[config.mk]
export PLATFORM = sky130hd
export DESIGN_NAME = pipe_hazard_ctrl
export DESIGN_NICKNAME = d
export VERILOG_FILES = /design/src/rtl/hazard_pkg.sv /design/src/rtl/hz_fwd_sel.sv /design/src/rtl/hz_load_use.sv /design/src/rtl/pipe_hazard_ctrl.sv
export SDC_FILE = /design/constraint.sdc
export NUM_CORES = 1
export LEC_CHECK = 0
export ABC_AREA = 1
export BUFFER_PORTS_ARGS = -buffer_cell sky130_fd_sc_hd__clkbuf_2
export CORE_UTILIZATION = 40
export DETAILED_ROUTE_END_ITERATION = 6
export GPL_TIMING_DRIVEN = 0
export PLACE_DENSITY = 0.78
export REMOVE_ABC_BUFFERS = 1
export SLEW_MARGIN = 20
export SYNTH_ARGS = -nofsm -noshare
export SYNTH_HDL_FRONTEND = slang
export SYNTH_SLANG_ARGS = --single-unit
[constraint.sdc]
create_clock -name vclk -period 0.8
set_input_delay 0.08 -clock vclk [all_inputs]
set_output_delay 0.08 -clock vclk [all_outputs]
set_load 0.01 [all_outputs]
[src/rtl/hazard_pkg.sv]
package hazard_pkg;
  typedef enum logic [1:0] {
    FWD_REG   = 2'd0,
    FWD_EXMEM = 2'd1,
    FWD_MEMWB = 2'd2
  } fwd_sel_e;

  localparam int unsigned NUM_OPS = 2;
endpackage

[src/rtl/hz_fwd_sel.sv]
module hz_fwd_sel
  import hazard_pkg::*;
#(
  parameter int unsigned REG_W = 5
) (
  input  logic [REG_W-1:0] src_i,
  input  logic [REG_W-1:0] exmem_rd_i,
  input  logic             exmem_we_i,
  input  logic [REG_W-1:0] memwb_rd_i,
  input  logic             memwb_we_i,
  output fwd_sel_e         sel_o
);
  localparam logic [REG_W-1:0] ZERO_REG = '0;

  logic hit_exmem, hit_memwb;

  assign hit_exmem = exmem_we_i && (exmem_rd_i != ZERO_REG) && (exmem_rd_i == src_i);
  assign hit_memwb = memwb_we_i && (memwb_rd_i != ZERO_REG) && (memwb_rd_i == src_i);

  // newer stage first
  always_comb begin
    if (hit_exmem)      sel_o = FWD_EXMEM;
    else if (hit_memwb) sel_o = FWD_MEMWB;
    else                sel_o = FWD_REG;
  end

  always_comb begin
    if (sel_o == FWD_EXMEM)
      p_exmem_gated_r3: assert (exmem_we_i && exmem_rd_i == src_i);
    if (sel_o == FWD_MEMWB)
      p_memwb_gated_r3: assert (memwb_we_i && memwb_rd_i == src_i && !(exmem_we_i && exmem_rd_i == src_i && src_i != ZERO_REG));
    if (src_i == ZERO_REG)
      p_zero_src_r4: assert (sel_o == FWD_REG);
    p_sel_legal_r5: assert (sel_o != fwd_sel_e'(2'd3));
  end
endmodule

[src/rtl/hz_load_use.sv]
module hz_load_use #(
  parameter int unsigned REG_W = 5
) (
  input  logic             idex_memread_i,
  input  logic [REG_W-1:0] idex_rt_i,
  input  logic [REG_W-1:0] ifid_rs_i,
  input  logic [REG_W-1:0] ifid_rt_i,
  output logic             stall_o
);
  localparam logic [REG_W-1:0] ZERO_REG = '0;

  logic dep_rs, dep_rt;

  assign dep_rs  = (idex_rt_i == ifid_rs_i);
  assign dep_rt  = (idex_rt_i == ifid_rt_i);
  assign stall_o = idex_memread_i && (idex_rt_i != ZERO_REG) && (dep_rs || dep_rt);

  always_comb begin
    if (!idex_memread_i)
      p_no_load_no_stall_r9: assert (!stall_o);
    if (idex_rt_i == ZERO_REG)
      p_zero_dst_no_stall_r9: assert (!stall_o);
    if (stall_o)
      p_stall_has_dep_r7: assert (idex_rt_i == ifid_rs_i || idex_rt_i == ifid_rt_i);
  end
endmodule

[src/rtl/pipe_hazard_ctrl.sv]
module pipe_hazard_ctrl
  import hazard_pkg::*;
#(
  parameter int unsigned REG_W = 5
) (
  input  logic [REG_W-1:0] idex_rs_i,
  input  logic [REG_W-1:0] idex_rt_i,
  input  logic             idex_memread_i,
  input  logic [REG_W-1:0] exmem_rd_i,
  input  logic             exmem_we_i,
  input  logic [REG_W-1:0] memwb_rd_i,
  input  logic             memwb_we_i,
  input  logic [REG_W-1:0] ifid_rs_i,
  input  logic [REG_W-1:0] ifid_rt_i,
  output logic [1:0]       fwd_a_o,
  output logic [1:0]       fwd_b_o,
  output logic             stall_o,
  output logic             pc_we_o,
  output logic             ifid_we_o,
  output logic             idex_bubble_o
);
  logic [REG_W-1:0] op_src [NUM_OPS];
  fwd_sel_e         op_sel [NUM_OPS];
  logic             stall;

  assign op_src[0] = idex_rs_i;
  assign op_src[1] = idex_rt_i;

  for (genvar g = 0; g < NUM_OPS; g++) begin : g_op
    hz_fwd_sel #(.REG_W(REG_W)) u_sel (
      .src_i      (op_src[g]),
      .exmem_rd_i (exmem_rd_i),
      .exmem_we_i (exmem_we_i),
      .memwb_rd_i (memwb_rd_i),
      .memwb_we_i (memwb_we_i),
      .sel_o      (op_sel[g])
    );
  end

  hz_load_use #(.REG_W(REG_W)) u_lu (
    .idex_memread_i (idex_memread_i),
    .idex_rt_i      (idex_rt_i),
    .ifid_rs_i      (ifid_rs_i),
    .ifid_rt_i      (ifid_rt_i),
    .stall_o        (stall)
  );

  assign fwd_a_o       = op_sel[0];
  assign fwd_b_o       = op_sel[1];
  assign stall_o       = stall;
  assign pc_we_o       = !stall;
  assign ifid_we_o     = !stall;
  assign idex_bubble_o = stall;

  always_comb begin
    if (stall_o)
      p_freeze_on_stall_r8: assert (!pc_we_o && !ifid_we_o && idex_bubble_o);
    if (exmem_we_i && exmem_rd_i != '0 && exmem_rd_i == idex_rs_i)
      p_exmem_wins_a_r6: assert (fwd_a_o == 2'd1);
    if (exmem_we_i && exmem_rd_i != '0 && exmem_rd_i == idex_rt_i)
      p_exmem_wins_b_r6: assert (fwd_b_o == 2'd1);
  end
endmodule

==> flow_metrics.py <==
metrics = {
    "sta": {
        "max_freq_ghz": 1.004,
        "hold_violations": 0,
        "max_slew.worst_pin.slew_ns": 0.2035,
        "slew-limit-headroom_pct": 86.34,
        "rsz0062_at_grt": "yes",
        "setup_tns_ns": -1.204,
        "layout_min_cycle_time_ns": 0.9959,
        "period_share_pct": 124.5,
        "finalSetupViolCount": 8,
        "final.setup.worst_slack_ns": -0.1959,
        "finalMaxSlewViolations": 0,
        "hold_slack_ns": 0.4911,
    },
    "grt": {
        "grt_max_degree": 7,
        "antenna_found_initial": 0,
        "grt_pass1_wl_um": 2580,
        "grt-ovfl-total": 0,
        "grt_use_total_pct": 22.44,
        "grt_pass1_vias": 662,
    },
    "run": {
        "maxCapViolations": 0,
    },
    "placed_design": {
        "dp_slack_ns": -0.2394,
        "dp_hpwl_um": 1310,
        "place.gp.congestion": 0.7949,
        "io_buffers": 41,
    },
    "die": {
        "fp-row-count": 13,
        "io_pins": 41,
        "start_util_pct": 44.56,
        "die_height_um": 40.55,
        "dieArea_sq_mm": 0.001644,
        "coreArea_sq_mm": 0.001334,
        "fp.dieW_um": 40.55,
    },
    "finish": {
        "clkbuf_count": 0,
        "drive_gt1_share_pct": 44.38,
        "n_sequential_cell": 0,
        "final_nets": 204,
        "regArea_sq_um": 0,
        "utilization_pct": 78.14,
        "diodes": 0,
        "fill_cells": 93,
        "synthToLayoutAreaGrowth_pct": 75.37,
        "multi_input_area_sq_um": 550.5,
    },
    "synthesis": {
        "ys_types": 14,
        "yosys.area.top_type_share_pct": 38.53,
        "yosysSeqAreaShare_pct": 0,
        "ys_top_cells_by_area": "nand2_1 39%, inv_1 13%, nor2_1 11%",
        "synthCells": 133,
        "yosysTopAreaCell": "nand2_1",
        "yosys_warnings": 0,
        "ys_top_cells_by_count": "61 x nand2_1, 20 x inv_1, 18 x nor2_1",
        "synth_area_per_cell_sq_um": 4.469,
        "yosysMostFrequentCell": "nand2_1",
        "netlist_area_sq_um": 594.3,
    },
    "cts": {
        "cts_setup_buffers": 0,
        "cts_hold_buf": 0,
    },
    "routing": {
        "vias_per_cell": 4.870,
        "dr.first_iter.drc_count": 17,
        "ant_nets": 0,
        "route.detailed.drc": 0,
        "finalWirelength_um": 1939,
        "first_pass_iters": 4,
        "vias": 896,
        "wl_per_cell_um": 10.54,
    },
    "setup_path": {
        "slowest_delay_ns": 0.23,
        "path_buf_inv": 2,
        "cp_max_fo": 5,
        "crit_family": "buffers and inverters",
        "start_kind": "input pin",
        "path_class": "input pin to primary output",
        "cp.arrival_ns": 0.92,
        "critPathCaptureType": "primary output",
        "worst_setup_path_startpoint": "idex_rt_i[4]",
        "crit_chain": "clkbuf_4 -> xnor2_1 -> nand3_2 -> a21oi_2 -> buf_2",
        "slowest_stage": "xnor2_1",
        "crit_required_ns": 0.72,
    },
    "pwr": {
        "p_total_uw": 520.8,
        "p_leak_uw": 0.0006282,
        "peakVddDrop_uv": 262.5,
        "pwr_density_cell_mw_per_mm2": 499.6,
    },
    "outcome": {
        "outcome": "finished with violations",
        "failed_checks": "setup timing",
    },
    "min_path": {
        "worstHoldStart": "idex_memread_i",
        "hp-class": "input pin to primary output",
    },
}
-- logic make-up after synthesis --
group / share of synthesized area (%)
buf+inv: 21.05
simple gates: 61.26
xor+xnor: 14.74
compound gates: 2.948
-- what timing repair did --
| action | CTS | global route |
|---|---|---|
| resized for setup | 35 | 37 |
| endpoints found under the hold margin | 0 | 0 |
| pin swaps | 17 | 18 |
| setup endpoints to repair | 8 | 8 |
-- where the power goes --
| part | internal (uW) | switching (uW) | leakage, uW |
|---|---|---|---|
| sequential | 0 | 0 | 0 |
| clock | 0 | 0 | 0 |
| combinational | 257 | 264 | 0.000628 |
-- area by class of cell --
cell class	instances	share of cell area [%]
inverters	24	11.28
multi-input cells	104	52.82
well taps	15	1.801
repair buffers	41	34.09
-- tightest hold or removal path, cell delays in order --
cell	delay [ns]
clkbuf_2	0.08
nand2_1	0.08
a21oi_2	0.04
buf_2	0.13
-- per-stage QoR --
step	cells	instance area, sq um
after floorplan	128	559.3
after global placement	184	783.3
after detailed placement	184	783.3
after CTS	184	953.4
after global routing	184	1042
final	184	1042
-- layer usage --
metal | routed length (um) | share of wire, % | track usage (%) | vias up
met5 | 0 | 0 | 0 | -
met4 | 36 | 1.9 | 5.000 | 0
met3 | 121 | 6.2 | 2.222 | 4
met2 | 1042 | 54 | 42.46 | 37
met1 | 739 | 38 | 26.37 | 391
li1 | - | - | - | 464
-- layout by cell type, fill, tap and decap left out, types with 2 or more instances in the layout --
cell	count
buf_2	7
buf_8	2
clkbuf_16	4
clkbuf_2	22
clkbuf_8	3
inv_1	13
inv_2	5
inv_4	4
nand2_1	51
nand2_2	10
nand3_1	7
nand3_2	3
nor2_1	13
nor2_2	4
nor2_4	2
xnor2_1	4
xor2_1	5
-- worst paths after layout --
kind              cells past startpoint  slack (ns)             to
hold / removal                        4        0.49        stall_o
setup / recovery                      5       -0.20  idex_bubble_o
(Power assumes the default switching activity.)
